**src/rtl/hdx_colmon_pkg.sv**
```systemverilog
`timescale 1ns/1ps
package hdx_colmon_pkg;

    // Watchdog state of the 10 Mb/s transmitter.
    typedef enum logic {
        JAB_CLEAR   = 1'b0,
        JAB_LATCHED = 1'b1
    } jab_state_e;

    // Static link configuration, sampled every cycle.
    typedef struct packed {
        logic full_duplex;
        logic fast;
        logic jab_inhibit;
    } link_cfg_t;

    // Status pair handed to the MAC.
    typedef struct packed {
        logic col;
        logic crs;
    } mac_status_t;

    // Bits needed to hold the values 0 .. limit-1.
    function automatic int unsigned cnt_width(input int unsigned limit);
        return (limit < 2) ? 1 : $clog2(limit);
    endfunction

    // Heartbeat pulses only exist on a shared 10 Mb/s medium.
    function automatic logic is_hdx10(input logic fdx, input logic fast);
        return !fdx && !fast;
    endfunction

endpackage

```
**src/rtl/hdx_run_timer.sv**
```systemverilog
`timescale 1ns/1ps
module hdx_run_timer
    import hdx_colmon_pkg::*;
#(
    parameter int unsigned LIMIT = 16
) (
    input  logic clk,
    input  logic rst,
    input  logic run,
    output logic expire
);
    // expire is high on the LIMIT-th consecutive cycle with run high.
    generate
        if (LIMIT <= 1) begin : g_direct
            assign expire = run;
        end else begin : g_count
            localparam int unsigned W = cnt_width(LIMIT);
            localparam logic [W-1:0] LAST = W'(LIMIT - 1);
            localparam logic [W-1:0] STEP = W'(1);

            logic [W-1:0] cnt;

            always_ff @(posedge clk) begin
                if (rst || !run) begin
                    cnt <= '0;
                end else if (cnt != LAST) begin
                    cnt <= cnt + STEP;
                end
            end

            assign expire = run && (cnt == LAST);
        end
    endgenerate

endmodule

```
**src/rtl/hdx_jab_ctrl.sv**
```systemverilog
`timescale 1ns/1ps
module hdx_jab_ctrl
    import hdx_colmon_pkg::*;
#(
    parameter int unsigned JAB_LIMIT   = 600000,
    parameter int unsigned UNJAB_LIMIT = 12500000
) (
    input  logic clk,
    input  logic rst,
    input  logic tx_en,
    input  logic fast,
    input  logic inhibit,
    output logic jabbed
);
    jab_state_e state;
    logic run_on, run_off, exp_on, exp_off;

    // Over-length count: only in 10 Mb/s, only while enabled.
    assign run_on  = (state == JAB_CLEAR) && tx_en && !fast && !inhibit;
    // Quiet count: transmit enable must stay low the whole interval.
    assign run_off = (state == JAB_LATCHED) && !tx_en && !inhibit;

    hdx_run_timer #(.LIMIT(JAB_LIMIT)) u_on_timer (
        .clk    (clk),
        .rst    (rst),
        .run    (run_on),
        .expire (exp_on)
    );

    hdx_run_timer #(.LIMIT(UNJAB_LIMIT)) u_off_timer (
        .clk    (clk),
        .rst    (rst),
        .run    (run_off),
        .expire (exp_off)
    );

    always_ff @(posedge clk) begin
        if (rst) begin
            state <= JAB_CLEAR;
        end else begin
            case (state)
                JAB_CLEAR:   if (exp_on)             state <= JAB_LATCHED;
                JAB_LATCHED: if (inhibit || exp_off) state <= JAB_CLEAR;
                default:                             state <= JAB_CLEAR;
            endcase
        end
    end

    assign jabbed = (state == JAB_LATCHED);


    jab_set_chk: assert property (@(posedge clk) disable iff (rst)
        $rose(jabbed) |-> ($past(tx_en) && !$past(fast) && !$past(inhibit)));


    jab_rel_chk: assert property (@(posedge clk) disable iff (rst)
        $fell(jabbed) |-> (!$past(tx_en) || $past(inhibit)));


    jab_inh_chk: assert property (@(posedge clk) disable iff (rst)
        inhibit |=> !jabbed);

endmodule

```
**src/rtl/hdx_sqe_gen.sv**
```systemverilog
`timescale 1ns/1ps
module hdx_sqe_gen
    import hdx_colmon_pkg::*;
#(
    parameter int unsigned DELAY = 25
) (
    input  logic clk,
    input  logic rst,
    input  logic tx_en,
    input  logic fdx,
    input  logic fast,
    input  logic jabbed,
    output logic sqe_req
);
    localparam int unsigned W = cnt_width(DELAY);
    localparam logic [W-1:0] LAST = W'(DELAY - 1);
    localparam logic [W-1:0] STEP = W'(1);

    logic         tx_q;
    logic         armed;
    logic [W-1:0] cnt;
    logic         pulse;

    always_ff @(posedge clk) begin
        if (rst) begin
            tx_q  <= 1'b0;
            armed <= 1'b0;
            cnt   <= '0;
            pulse <= 1'b0;
        end else begin
            tx_q  <= tx_en;
            pulse <= 1'b0;
            if (!is_hdx10(fdx, fast) || tx_en || jabbed) begin
                armed <= 1'b0;
            end else if (tx_q) begin
                // first low sample after a frame
                armed <= 1'b1;
                cnt   <= '0;
            end else if (armed) begin
                if (cnt == LAST) begin
                    pulse <= 1'b1;
                    armed <= 1'b0;
                end else begin
                    cnt <= cnt + STEP;
                end
            end
        end
    end

    assign sqe_req = pulse;


    sqe_single_chk: assert property (@(posedge clk) disable iff (rst)
        sqe_req |=> !sqe_req);


    sqe_mode_chk: assert property (@(posedge clk) disable iff (rst)
        sqe_req |-> (!$past(fdx) && !$past(fast) && !$past(tx_en)));

endmodule

```
**src/rtl/hdx_status_mux.sv**
```systemverilog
`timescale 1ns/1ps
module hdx_status_mux
    import hdx_colmon_pkg::*;
(
    input  logic        tx_en,
    input  logic        rx_active,
    input  logic        fdx,
    input  logic        jabbed,
    output mac_status_t status
);
    always_comb begin
        status.col = jabbed || (!fdx && tx_en && rx_active);
        status.crs = rx_active || (!fdx && tx_en);
    end


    always_comb begin
        if (!fdx && tx_en) crs_own_chk: assert (status.crs);
    end

endmodule

```
**src/rtl/hdx_colmon.sv**
```systemverilog
`timescale 1ns/1ps
module hdx_colmon
    import hdx_colmon_pkg::*;
#(
    parameter int unsigned JAB_LIMIT   = 600000,
    parameter int unsigned UNJAB_LIMIT = 12500000,
    parameter int unsigned SQE_DELAY   = 25
) (
    input  logic clk,
    input  logic rst,
    input  logic tx_en,
    input  logic rx_active,
    input  logic full_duplex,
    input  logic speed_100,
    input  logic jab_disable,
    output logic col,
    output logic crs,
    output logic tx_block,
    output logic sqe_req
);
    link_cfg_t   cfg;
    mac_status_t status;
    logic        jabbed;

    assign cfg = '{full_duplex: full_duplex, fast: speed_100, jab_inhibit: jab_disable};

    hdx_jab_ctrl #(
        .JAB_LIMIT   (JAB_LIMIT),
        .UNJAB_LIMIT (UNJAB_LIMIT)
    ) u_jab (
        .clk     (clk),
        .rst     (rst),
        .tx_en   (tx_en),
        .fast    (cfg.fast),
        .inhibit (cfg.jab_inhibit),
        .jabbed  (jabbed)
    );

    hdx_sqe_gen #(.DELAY(SQE_DELAY)) u_sqe (
        .clk     (clk),
        .rst     (rst),
        .tx_en   (tx_en),
        .fdx     (cfg.full_duplex),
        .fast    (cfg.fast),
        .jabbed  (jabbed),
        .sqe_req (sqe_req)
    );

    hdx_status_mux u_status (
        .tx_en     (tx_en),
        .rx_active (rx_active),
        .fdx       (cfg.full_duplex),
        .jabbed    (jabbed),
        .status    (status)
    );

    assign col      = status.col;
    assign crs      = status.crs;
    assign tx_block = jabbed;


    fdx_col_chk: assert property (@(posedge clk) disable iff (rst)
        (full_duplex && !tx_block) |-> !col);


    jab_col_chk: assert property (@(posedge clk) disable iff (rst)
        tx_block |-> col);


    crs_rx_chk: assert property (@(posedge clk) disable iff (rst)
        rx_active |-> crs);


    hdx_col_chk: assert property (@(posedge clk) disable iff (rst)
        (!full_duplex && tx_en && rx_active) |-> col);

endmodule

```
**config.mk**
```make
export PLATFORM = sky130hd
export DESIGN_NAME = hdx_colmon
export DESIGN_NICKNAME = d
export VERILOG_FILES = /design/src/rtl/hdx_colmon_pkg.sv /design/src/rtl/hdx_run_timer.sv /design/src/rtl/hdx_jab_ctrl.sv /design/src/rtl/hdx_sqe_gen.sv /design/src/rtl/hdx_status_mux.sv /design/src/rtl/hdx_colmon.sv
export SDC_FILE = /design/constraint.sdc
export NUM_CORES = 1
export LEC_CHECK = 0
export BUFFER_PORTS_ARGS = -buffer_cell sky130_fd_sc_hd__buf_2
export CORE_ASPECT_RATIO = 1.1
export CORE_MARGIN = 2
export CORE_UTILIZATION = 46
export DETAILED_ROUTE_END_ITERATION = 16
export GPL_TIMING_DRIVEN = 0
export HOLD_SLACK_MARGIN = 0.03
export PLACE_DENSITY = 0.68
export SETUP_SLACK_MARGIN = 0.02
export SKIP_LAST_GASP = 1
export SYNTH_ARGS = -nofsm -noshare
export SYNTH_HDL_FRONTEND = slang
export SYNTH_HIERARCHICAL = 1
export SYNTH_SLANG_ARGS = --single-unit
export TNS_END_PERCENT = 5
```
**constraint.sdc**
```tcl
create_clock -name clk -period 4.5 [get_ports clk]
set_input_delay 0 -clock clk [delete_from_list [all_inputs] [get_ports clk]]
set_output_delay 0 -clock clk [all_outputs]
set_load 0.03 [all_outputs]
```
Word-level counts from Yosys, hierarchy flattened
Cells that the tools add are included.
Storage, ports and cells
  flip-flop bits (word level): 53
Operators by class
  equality and inequality tests: 6
  bitwise logic cells: 3
  add/subtract/negate cells: 3
  reduce and logical (&&, ||, !) cells: 28
  muxes and demuxes: 10
Operator list (number)
  24-bit by 1-bit adder with 24-bit output, second input constant: 1
  24-bit equality test, second input constant: 1
  24-bit inequality test, second input constant: 1
  20-bit by 1-bit adder with 20-bit output, second input constant: 1
  20-bit equality test, second input constant: 1
  20-bit inequality test, second input constant: 1
  5-bit two-way mux: 3
  1-bit logical AND: 10
  1-bit logical NOT: 7
  1-bit logical OR: 7
  1-bit two-way mux: 6
  5-bit by 1-bit adder with 5-bit output, second input constant: 1
  5-bit equality test, second input constant: 1
  4-bit OR reduction: 1
  1-bit inverter: 3
  3-bit AND reduction: 1
  2-bit by 1-bit inequality test with 1-bit output, second input constant: 1
  1-bit case mux with 2 select lines: 1
  2-bit nonzero test: 1
  2-bit OR reduction: 1

Depth between registers and ports, before layout
Gate-level depths: netlist of run 1.
  word-level depth: 7
  gate-level depth with buffers: 7
  mapped depth without buffers: 6

By module
Netlist of run 1, hierarchy kept.
Modules (own cells, without submodules)
  hdx_run_timer (u_jab.u_off_timer): instances 1, seq. area each 480.5 um^2, area an instance 1241.2 um^2, cells each 141
  hdx_run_timer (u_jab.u_on_timer): instances 1, seq. area each 400.4 um^2, area an instance 1018.5 um^2, cells each 121
  hdx_sqe_gen: instances 1, seq. area each 160.2 um^2, area an instance 401.6 um^2, cells each 44
  hdx_jab_ctrl: instances 1, seq. area each 20.0 um^2, area an instance 58.8 um^2, cells each 6
  hdx_status_mux: instances 1, seq. area each 0.0 um^2, area an instance 20.0 um^2, cells each 3

Worst setup path before layout of run 1
OpenSTA, ideal clock, no wires.
  path kind: reg-to-reg
  start point: register u_jab.u_on_timer.g_count.cnt[0]
  end point: register u_jab.u_on_timer.g_count.cnt[0]
  data arrival time: 1.893 ns
  library setup time: 0.129 ns
  clock period less this slack: 2.022 ns
  setup slack: 2.478 ns
  stages on the path, launching flop included: 6
  path through: dfxtp_1 ha_1 or4b_4 or4_4 nor3_1 nor3b_2
On the way
  word-level cells in the longest chain between the ends: 1
Ends and longest elaborated chain
  from (decl): RTL line hdx_run_timer.sv:21  | logic [W-1:0] cnt;
  from (signal assigned): RTL line hdx_run_timer.sv:27  | cnt <= cnt + STEP;
  20-bit by 1-bit adder with 20-bit output or 20-bit inequality test (tied branches): RTL line hdx_run_timer.sv:27, hdx_run_timer.sv:26
Parallel ways exist; a longest one is shown, timed or not.
A chain may end at the register's enable or synchronous reset.

Worst setup path in the final report of run 1
  start point: register u_jab.u_on_timer.g_count.cnt[0]
  end point: register u_jab.state (netlist: u_jab/jabbed)
On the way
  word-level cells in the longest chain between the ends: 4
Ends and longest elaborated chain
  20-bit equality test: RTL line hdx_run_timer.sv:31  | assign expire = run && (cnt == LAST);
  1-bit logical AND: RTL line hdx_run_timer.sv:31
  named net u_jab.exp_on: RTL line hdx_jab_ctrl.sv:16  | logic run_on, run_off, exp_on, exp_off;
  1-bit two-way mux: RTL line hdx_jab_ctrl.sv:42  | JAB_CLEAR: if (exp_on) state <= JAB_LATCHED;
  1-bit case mux with 2 select lines: RTL line hdx_jab_ctrl.sv:41  | case (state)
  to (signal assigned): RTL line hdx_jab_ctrl.sv:42
  to (signal assigned): RTL line hdx_jab_ctrl.sv:43  | JAB_LATCHED: if (inhibit || exp_off) state <= JAB_CLEAR;
  to (signal assigned): RTL line hdx_jab_ctrl.sv:44  | default: state <= JAB_CLEAR;
  to (decl): RTL line hdx_jab_ctrl.sv:15  | jab_state_e state;
The timed path passes the listed nets, and every way through them passes these cells.

==> results of run 1 <==
==> Yosys cell counts (4+ instances only) <==
cell type   n  share of area [%]
nand3_1    15                2.7
mux2i_1     4                1.5
ha_1        4                1.8
and4_1      8                2.6
xnor2_1    11                3.5
nor4b_1     4                1.3
or3_1       5                1.1
dfxtp_1    53                 39
nor4_1      7                1.6
and3_1      5                1.1
nand2b_1    4               0.91
a31oi_1     5                1.1
o21ai_0    17                3.1
nor2_1     22                3.0
inv_1       6               0.82
or4_1       6                1.6
a21oi_1    25                4.6
xor2_1      7                2.2
nor3_1     11                2.0
nand2_1    23                3.2
nand4_1    14                3.2
o31ai_1     4                1.1
clkbuf_1    4               0.55
==> state kept, by name, summed over array words and instances, names as in the netlist <==
signal / cells
u_jab/u_off_timer/g_count.cnt: 24
u_sqe/cnt: 5
u_sqe/armed: 1
u_sqe/sqe_req: 1
u_jab/jabbed: 1
u_sqe/tx_q: 1
u_jab/u_on_timer/g_count.cnt: 20
==> routing by layer <==
layer	wire length (um)	up-vias	track usage (%)
li1	-	1232	-
met2	2610	30	29.9
met3	146	2	3.62
met4	30	0	6.01
met5	0	-	0
met1	2820	1139	24.2
==> per-stage QoR <==
stage / utilization (%) / std cells / setup WS, ps / cell area (um^2) / power (mW)
3_5_place_dp: 50.0 / 402 / 2180 / 2890 / 0.501
4_1_cts: 52.9 / 415 / 1660 / 3050 / 0.840
3_3_place_gp: 50.0 / 402 / 2180 / 2890 / 0.501
5_1_grt: 52.9 / 415 / 1370 / 3050 / 0.859
6_report: 52.9 / 415 / 1620 / 3050 / 0.826
2_1_floorplan: - / 315 / 2480 / 2740 / 0.492
==> cells by family (layout without fill, tap and decap cells) <==
family | count (synthesis) | count (layout)
compound gates | 68 | 68
xor+xnor | 18 | 18
fa+ha+maj | 4 | 4
buf+inv | 15 | 38
flops | 53 | 53
mux | 4 | 4
simple gates | 153 | 153
==> where the power goes <==
part | internal, mW | total, mW | switching, mW
combinational | 0.00958 | 0.0224 | 0.0128
clock | 0.182 | 0.334 | 0.152
sequential | 0.470 | 0.470 | 0.000832
==> final cells by class <==
class | count | area, um^2 | share of cell area, %
clock buffer | 7 | 86.3 | 2.83
multi-input combinational | 247 | 1610 | 52.7
timing repair buffer | 15 | 100 | 3.28
tap | 77 | 96.3 | 3.16
clock inverter | 1 | 30.0 | 0.984
inverter | 6 | 22.5 | 0.738
sequential | 53 | 1060 | 34.8
buffer | 9 | 46.3 | 1.52
==> what timing repair did <==
action,CTS,global route
resized for setup,0,0
endpoints found under the hold margin,8,0
buffers inserted,0,0
setup endpoints to repair,0,0
hold buffers,5,0
==> layout by cell type (no fill, tap or decap), types with 8 or more instances in the layout <==
cell,count
and4_1,8
xnor2_1,11
nor3_1,11
a21oi_1,25
dfxtp_1,53
buf_2,11
nor2_1,22
nand3_1,15
o21ai_0,17
nand2_1,23
nand4_1,14
==> worst min-delay path: cells and delay by family <==
kind | cells | cell delay [ps]
simple gates | 2 | 240
buf+inv | 1 | 110
==> how the worst max path moves through the flow <==
stage / start / endpoint / depth (start not counted)
floorplan: u_jab/u_on_timer/g_count.cnt[0]$_SDFFE_PP0P_ / u_jab/u_on_timer/g_count.cnt[0]$_SDFFE_PP0P_ / 5
global placement: u_jab/u_on_timer/g_count.cnt[0]$_SDFFE_PP0P_ / u_jab/u_on_timer/g_count.cnt[6]$_SDFFE_PP0P_ / 5
detailed placement: u_jab/u_on_timer/g_count.cnt[0]$_SDFFE_PP0P_ / u_jab/u_on_timer/g_count.cnt[6]$_SDFFE_PP0P_ / 5
CTS: u_jab/u_on_timer/g_count.cnt[0]$_SDFFE_PP0P_ / u_jab/jabbed$_SDFF_PP0_ / 7
global route: u_jab/u_on_timer/g_count.cnt[0]$_SDFFE_PP0P_ / u_jab/jabbed$_SDFF_PP0_ / 7
finish: u_jab/u_on_timer/g_count.cnt[0]$_SDFFE_PP0P_ / u_jab/jabbed$_SDFF_PP0_ / 7
==> flow_metrics.env, run 1 <==
export IMPL_outcome="finished clean"
export IMPL_hp_class="in2reg"
export IMPL_cp_max_fo=7
export IMPL_arrival_ps=3140
export IMPL_rows=29
export IMPL_muxShareOfSynthArea_pct=1.46
export IMPL_critPathRequiredTime_ps=4760
export IMPL_drc=0
export IMPL_holdPathStages=3
export IMPL_slew_headroom_pct=60.6
export IMPL_r2r_end="u_jab/jabbed$_SDFF_PP0_"
export IMPL_max_stage_delay_ps=550
export IMPL_dieArea_um2=6590
export IMPL_min_from="full_duplex"
export IMPL_area_growth_pct=11.4
export IMPL_syn_avg_cell_area_um2=8.70
export IMPL_critPathSlowestCell="nor4_1"
export IMPL_ios=11
export IMPL_tritoncts="done"
export IMPL_vdd_drop_max_uv=136
export IMPL_clk_pin_slew_ps=90
export IMPL_hold_ws_ps=84.9
export IMPL_portBuffers=10
export IMPL_yosys_most_used_dff="dfxtp_1"
export IMPL_fmax_mhz=347
export IMPL_dr_pass1_iters=4
export IMPL_r2r_setup_slack_ps=1620
export IMPL_drt_total_wl_um=5600
export IMPL_slew_violations=0
export IMPL_gp_congestion=0.832
export IMPL_syn_nets=326
export IMPL_synth_xor_area_share_pct=5.75
export IMPL_core_um2=5770
export IMPL_grt_ovfl_total=0
export IMPL_period_share_pct=64.1
export IMPL_rsz0062_at_grt="no"
export IMPL_grt_pass1_wl_um=10100
export IMPL_cp_top_family="simple AND/OR/NAND/NOR gates"
export IMPL_fin_nets=348
export IMPL_cts_buffers=5
export IMPL_setup_tns_ps=0
export IMPL_crit_path_end_kind="flip-flop"
export IMPL_grt_max_degree=16
export IMPL_synth_warnings=6
export IMPL_viasPerCell=5.79
export IMPL_worstMarginPinSlew_ps=585
export IMPL_wl_per_cell_um=13.5
export IMPL_antenna_cells=0
export IMPL_synthCells=315
export IMPL_cts_sinks=53
export IMPL_clock_latency_ps=310
export IMPL_drive_gt1_share_pct=11.8
export IMPL_yosys_area_share_simple_pct=34.7
export IMPL_reg2reg_depth=7
export IMPL_worstSetupPathType="reg2reg"
export IMPL_period_minus_slack_ps=2880
export IMPL_cts_root_buffer="clkbuf_8"
export IMPL_power_density_nw_per_um2=271
export IMPL_fillers=553
export IMPL_dp_final_hpwl_um=3990
export IMPL_postRouteAntennaNets=0
export IMPL_synth_adder_area_share_pct=1.83
export IMPL_ys_types=60
export IMPL_p_leak_nw=0.956
export IMPL_crit_chain="ha_1 > or4b_4 > nor4_1 > and3_2 > nand2b_2 > a21oi_1 > dlygate4sd3_1"
export IMPL_syn_cell_area_um2=2740
export IMPL_ys_seq_area_share_pct=38.7
export IMPL_num_vias=2403
export IMPL_die_w_um=77.6
export IMPL_path_buf_inv=1
export IMPL_htreeDepth=2
export IMPL_maxCapViolCount=0
export IMPL_start_kind="flip-flop"
export IMPL_synth_async_reset_ratio_pct=0
export IMPL_grt_pass1_vias=2242
export IMPL_synth_edf_count=0
export IMPL_min_to="u_sqe/sqe_req$_SDFF_PP0_"
export IMPL_antenna_found_initial=0
export IMPL_finalHoldViolations=0
export IMPL_clock_skew_ps=13.6
export IMPL_die_h_um=84.9
export IMPL_reg2reg_from="u_jab/u_on_timer/g_count.cnt[0]$_SDFFE_PP0P_"
export IMPL_final_setup_viol_count=0
export IMPL_grt_total_usage_pct=18.3
export IMPL_synth_seq_cells=53
export IMPL_synth_compound_area_share_pct=15.0
export IMPL_clock_path_buffers=2
export IMPL_synth_top_family_by_area="simple AND/OR/NAND/NOR gates"
export IMPL_drt_initial_drc_count=127
export IMPL_start_util_pct=47.5
Note: power is estimated with default switching activity, not from simulation.
==> run 2: changes to the inputs <==
--- a/config.mk
+++ b/config.mk
@@ -5,6 +5,7 @@
 export SDC_FILE = /design/constraint.sdc
 export NUM_CORES = 1
 export LEC_CHECK = 0
+export ABC_AREA = 1
 export BUFFER_PORTS_ARGS = -buffer_cell sky130_fd_sc_hd__buf_2
 export CORE_ASPECT_RATIO = 1.1
 export CORE_MARGIN = 2
@@ -12,7 +13,7 @@
 export DETAILED_ROUTE_END_ITERATION = 16
 export GPL_TIMING_DRIVEN = 0
 export HOLD_SLACK_MARGIN = 0.03
-export PLACE_DENSITY = 0.68
+export PLACE_DENSITY = 0.7
 export SETUP_SLACK_MARGIN = 0.02
 export SKIP_LAST_GASP = 1
 export SYNTH_ARGS = -nofsm -noshare
==> constraint.sdc (replaced) <==
create_clock -name clk -period 2.6 [get_ports clk]
set_input_delay 0 -clock clk [delete_from_list [all_inputs] [get_ports clk]]
set_output_delay 0 -clock clk [all_outputs]
set_load 0.03 [all_outputs]
==> flow_metrics.env, run 2 <==
export IMPL_cts_sinks=53
export IMPL_postRouteAntennaNets=0
export IMPL_synth_area_leaders="dfxtp_1 (33%), nand2_1 (14%), nor2_1 (10%)"
export IMPL_clk_pin_slew_ps=110
export IMPL_syn_nets=500
export IMPL_clock_path_buffers=2
export IMPL_arrival_ps=2410
export IMPL_crit_path_end_kind="flip-flop"
export IMPL_ys_seq_area_share_pct=33.5
export IMPL_antenna_found_initial=0
export IMPL_synth_most_common_cell="nand2_1"
export IMPL_synthCells=489
export IMPL_hp_class="in2reg"
export IMPL_grt_total_usage_pct=18.7
export IMPL_drt_initial_drc_count=160
export IMPL_setup_tns_ps=0
export IMPL_slew_headroom_pct=60.6
export IMPL_fmax_mhz=456
export IMPL_largest_reg_flops=24
export IMPL_synth_async_reset_ratio_pct=0
export IMPL_layout_common_cells="nand2_1 (119), nor2_1 (85), inv_1 (61), dfxtp_1 (53)"
export IMPL_top_regs="u_jab/u_off_timer/g_count.cnt (24), u_jab/u_on_timer/g_count.cnt (20), u_sqe/cnt (5)"
export IMPL_post_cts_buffers=0
export IMPL_place_inst=581
export IMPL_grt_max_degree=19
export IMPL_cts_root_buffer="clkbuf_8"
export IMPL_fin_cells=593
export IMPL_period_minus_slack_ps=2190
export IMPL_synth_edf_count=0
export IMPL_die_w_um=83.2
export IMPL_maxCapViolCount=0
export IMPL_reg2reg_from="u_jab/u_off_timer/g_count.cnt[0]$_SDFFE_PP0P_"
export IMPL_slew_violations=0
export IMPL_final_setup_viol_count=0
export IMPL_cts_buffers=5
export IMPL_vdd_drop_max_uv=184
export IMPL_critPathRequiredTime_ps=2820
export IMPL_htreeDepth=2
export IMPL_cp_max_fo=5
export IMPL_dieArea_um2=7570
export IMPL_worstSetupPathType="reg2reg"
export IMPL_core_um2=6630
export IMPL_num_vias=2943
export IMPL_rows=31
export IMPL_start_kind="flip-flop"
export IMPL_reg2reg_depth=9
export IMPL_dp_final_hpwl_um=5140
export IMPL_tritoncts="done"
export IMPL_yosys_most_used_dff="dfxtp_1"
export IMPL_r2r_end="u_jab/jabbed$_SDFF_PP0_"
export IMPL_drc=0
export IMPL_drt_total_wl_um=6800
export IMPL_rsz0062_at_grt="no"
export IMPL_drive_gt1_share_pct=13.5
export IMPL_ys_types=30
export IMPL_wl_per_cell_um=11.5
export IMPL_r2r_setup_slack_ps=410
export IMPL_die_h_um=91.1
export IMPL_syn_cell_area_um2=3170
export IMPL_clock_skew_ps=14.8
export IMPL_finalHoldViolations=0
export IMPL_outcome="finished clean"
export IMPL_min_to="u_sqe/sqe_req$_SDFF_PP0_"
export IMPL_clock_latency_ps=310
export IMPL_synth_largest_area_cell="dfxtp_1"
export IMPL_area_growth_pct=9.08
export IMPL_worstMarginPinSlew_ps=591
export IMPL_syn_avg_cell_area_um2=6.48
export IMPL_antenna_cells=0
export IMPL_layout_commonest_cell="nand2_1"
export IMPL_synth_seq_cells=53
export IMPL_ios=11
export IMPL_grt_pass1_wl_um=12000
export IMPL_regMostFlops="u_jab/u_off_timer/g_count.cnt"
export IMPL_power_density_nw_per_um2=395
export IMPL_portBuffers=10
export IMPL_synth_warnings=6
export IMPL_grt_ovfl_total=0
export IMPL_grt_pass1_vias=2767
export IMPL_dr_pass1_iters=4
export IMPL_netlist_area_leader_share_pct=33.5
export IMPL_gp_congestion=0.874
export IMPL_p_leak_nw=1.12
export IMPL_holdPathStages=4
export IMPL_viasPerCell=4.96
export IMPL_period_share_pct=84.4
export IMPL_fin_nets=521
export IMPL_min_from="speed_100"
export IMPL_start_util_pct=47.8
export IMPL_synth_common_cells="nand2_1 (119), nor2_1 (85), inv_1 (61)"
-- run 2: changes by cell type after synthesis, sizes merged, moves of 8 or more --
cell   before  now
o21ai      21   13
nor4        8    0
inv         6   67
and3        8    0
a21oi      25   35
nor2       23  106
and4       12    0
nand2      24  130
nand3      15   41
-- run 2: kinds of logic after synthesis --
kind of cell             share of synthesized area (%)
AO/OA/AOI/OAI                                     7.93
flip-flops                                        33.5
AND/OR/NAND/NOR                                   45.7
adder cells (fa/ha/maj)                           1.58
XOR/XNOR                                          2.76
buffers and inverters                             8.60
-- run 2: worst max-delay path: stages, from the launching register on --
cell and delay [ps]:
dfxtp_1 410, ha_1 300, nand3_2 190, nor3_1 240, nand3_1 150, nor2_1 110
nor2_1 50, nand2_1 60, a21oi_2 50, dlygate4sd3_1 550
-- run 2: metrics by stage --
stage               setup WS (ps)  hold WS, ps  utilization, %  power, mW  cell area (um^2)
floorplan                    1110         62.4               -      0.861              3170
global placement              907          241            50.1      0.874              3320
detailed placement            858          247            50.1      0.875              3320
CTS                           432         34.9            52.1       1.38              3460
global route                  190         52.3            52.1       1.42              3460
finish                        405         42.3            52.1       1.36              3460
-- run 2: power by group --
group | switching, mW | internal [mW]
registers | 0.00302 | 0.814
logic | 0.0269 | 0.0156
clock network | 0.308 | 0.197
total | 0.338 | 1.03
-- run 2: routing by layer --
layer	wire (um)	global-route usage, %
met1	3290	23.7
met2	3230	32.1
met3	180	3.00
met4	99	6.42
met5	0	0
-- run 2: what timing repair did --
item,4_1_cts,5_1_grt
setup endpoints to repair,0,0
gates resized for setup,0,0
hold buffers,4,0
endpoints found under the hold margin,4,0
-- run 2: how the worst max path moves through the flow --
stage / from / to / slack, ps
2_1_floorplan: u_jab/jabbed$_SDFF_PP0_ / u_jab/u_on_timer/g_count.cnt[13]$_SDFFE_PP0P_ / 1110
3_3_place_gp: u_jab/jabbed$_SDFF_PP0_ / u_jab/u_on_timer/g_count.cnt[2]$_SDFFE_PP0P_ / 910
3_5_place_dp: u_jab/jabbed$_SDFF_PP0_ / u_jab/u_on_timer/g_count.cnt[2]$_SDFFE_PP0P_ / 860
4_1_cts: u_jab/u_on_timer/g_count.cnt[0]$_SDFFE_PP0P_ / u_jab/jabbed$_SDFF_PP0_ / 430
5_1_grt: u_jab/u_off_timer/g_count.cnt[0]$_SDFFE_PP0P_ / u_jab/jabbed$_SDFF_PP0_ / 190
6_report: u_jab/u_off_timer/g_count.cnt[0]$_SDFFE_PP0P_ / u_jab/jabbed$_SDFF_PP0_ / 410
-- run 2: final cells by class --
| type | count | area (um^2) |
|---|---|---|
| fillers | 663 | 3170 |
| repair buffers | 14 | 90.1 |
| clock buffers | 5 | 68.8 |
| multi-input cells | 364 | 1840 |
| clock inverters | 3 | 26.3 |
| plain buffers | 3 | 13.8 |
| inverters | 69 | 259 |
| well taps | 82 | 103 |
| flip-flops and latches | 53 | 1060 |
==> run 3: changes to the inputs <==
==> constraint.sdc (replaced) <==
create_clock -name clk -period 1.8 [get_ports clk]
set_input_delay 0 -clock clk [delete_from_list [all_inputs] [get_ports clk]]
set_output_delay 0 -clock clk [all_outputs]
set_load 0.03 [all_outputs]
==> flow_metrics.env, run 3 (synthesized netlist as in run 2, its figures left out) <==
export IMPL_outcome="finished clean"
export IMPL_p_leak_nw=1.11
export IMPL_layout_commonest_cell="nand2_1"
export IMPL_largest_reg_flops=24
export IMPL_drt_total_wl_um=6830
export IMPL_wl_per_cell_um=11.5
export IMPL_drt_met1_wl_um=3330
export IMPL_portBuffers=10
export IMPL_cp_max_fo=7
export IMPL_top_regs="u_jab/u_off_timer/g_count.cnt (24), u_jab/u_on_timer/g_count.cnt (20), u_sqe/cnt (5)"
export IMPL_grt_ovfl_total=0
export IMPL_fmax_mhz=610
export IMPL_grt_pass1_wl_um=12000
export IMPL_dr_pass1_iters=4
export IMPL_layout_common_cells="nand2_1 (119), nor2_1 (84), inv_1 (61), dfxtp_1 (53)"
export IMPL_top_layer="met4"
export IMPL_crit_path_end_kind="flip-flop"
export IMPL_grt_pass1_vias=2769
export IMPL_start_util_pct=47.8
export IMPL_slew_headroom_pct=60.9
export IMPL_cts_buffers=5
export IMPL_period_share_pct=91.1
export IMPL_critPathRequiredTime_ps=2060
export IMPL_vdd_drop_max_uv=263
export IMPL_p_total_mw=1.97
export IMPL_slew_violations=0
export IMPL_fin_nets=521
export IMPL_arrival_ps=1900
export IMPL_ios=11
export IMPL_viasPerCell=5.02
export IMPL_postRouteAntennaNets=0
export IMPL_post_cts_buffers=0
export IMPL_fillers=663
export IMPL_tritoncts="done"
export IMPL_hp_class="in2reg"
export IMPL_die_w_um=83.2
export IMPL_power_density_nw_per_um2=568
export IMPL_core_um2=6630
export IMPL_antenna_found_initial=0
export IMPL_setup_tns_ps=0
export IMPL_die_h_um=91.1
export IMPL_grt_max_degree=19
export IMPL_finalHoldViolations=0
export IMPL_clock_latency_ps=310
export IMPL_gp_congestion=0.874
export IMPL_clock_path_buffers=2
export IMPL_final_setup_viol_count=0
export IMPL_rsz0062_at_grt="yes"
export IMPL_cts_root_buffer="clkbuf_8"
export IMPL_maxCapViolCount=0
export IMPL_dr_wl_met2_um=3240
export IMPL_wl_met3_um=189
export IMPL_worstMarginPinSlew_ps=587
export IMPL_dieArea_um2=7570
export IMPL_htreeDepth=2
export IMPL_period_minus_slack_ps=1640
export IMPL_r2r_setup_slack_ps=160
export IMPL_drive_gt1_share_pct=13.9
export IMPL_start_kind="flip-flop"
export IMPL_dp_final_hpwl_um=5140
export IMPL_regMostFlops="u_jab/u_off_timer/g_count.cnt"
export IMPL_area_growth_pct=9.31
export IMPL_num_vias=2976
export IMPL_rows=31
export IMPL_clk_pin_slew_ps=110
export IMPL_drt_initial_drc_count=155
export IMPL_cts_sinks=53
export IMPL_final_core_utilization_pct=52.3
export IMPL_antenna_cells=0
export IMPL_worstSetupPathType="reg2reg"
export IMPL_grt_total_usage_pct=18.7
export IMPL_drc=0
export IMPL_clock_skew_ps=16.0
run 3: cell count changes in the layout (fill, tap and decap cells not counted):
cell,delta
nor2_1,-1
nor2_2,+1
nor3_1,-1
nor3_2,+1
run 3: metal layers:
metal	vias up	track usage, %
li1	1576	-
met1	1343	23.8
met2	50	32.0
met3	7	3.00
met4	0	6.42
met5	-	0
run 3: area by class of cell:
cell class	instances	area, um^2	area share [%]
multi-input cells	364	1840	53.2
flip-flops and latches	53	1060	30.6
inverters	69	259	7.47
well taps	82	103	2.96
repair buffers	14	90.1	2.60
clock buffers	5	68.8	1.99
clock inverters	3	26.3	0.758
plain buffers	3	13.8	0.397
run 3: what timing repair did:
item,in CTS,in global routing
hold buffers,4,0
gates resized for setup,0,2
endpoints found under the setup margin,0,11
endpoints found under the hold margin,4,0
run 3: critical path: stages, from the launching register on:
cell,delay [ps]
dfxtp_1,440
ha_1,310
nand3_4,170
nor3_2,170
nand3_2,170
nor2_1,130
nand2_1,70
a21oi_2,120
run 3: final timing paths:
check,from,endpoint,cells after the start
worst max-delay path,u_jab/u_on_timer/g_count.cnt[0]$_SDFFE_PP0P_,u_jab/jabbed$_SDFF_PP0_,7
worst min-delay path,speed_100,u_sqe/sqe_req$_SDFF_PP0_,4
worst max register to register,u_jab/u_on_timer/g_count.cnt[0]$_SDFFE_PP0P_,u_jab/jabbed$_SDFF_PP0_,7
worst min register to register,u_sqe/armed$_SDFF_PP0_,u_sqe/sqe_req$_SDFF_PP0_,2
run 3: metrics by stage:
stage | cell area [um^2] | setup WS (ps) | hold WS, ps | cells
after floorplan | 3170 | 309 | 62.4 | 489
after global placement | 3320 | 107 | 241 | 581
after detailed placement | 3320 | 58.2 | 247 | 581
after CTS | 3460 | 24.3 | 34.9 | 593
after global routing | 3470 | 10.2 | 52.3 | 593
final | 3470 | 160 | 44.4 | 593
run 3: power breakdown:
part	total (mW)	internal [mW]	switching, mW	leakage, nW
Clock	0.724	0.284	0.440	0.0423
Combinational	0.0639	0.0241	0.0398	0.644
Sequential	1.18	1.18	0.00437	0.427
Total	1.97	1.48	0.484	1.11
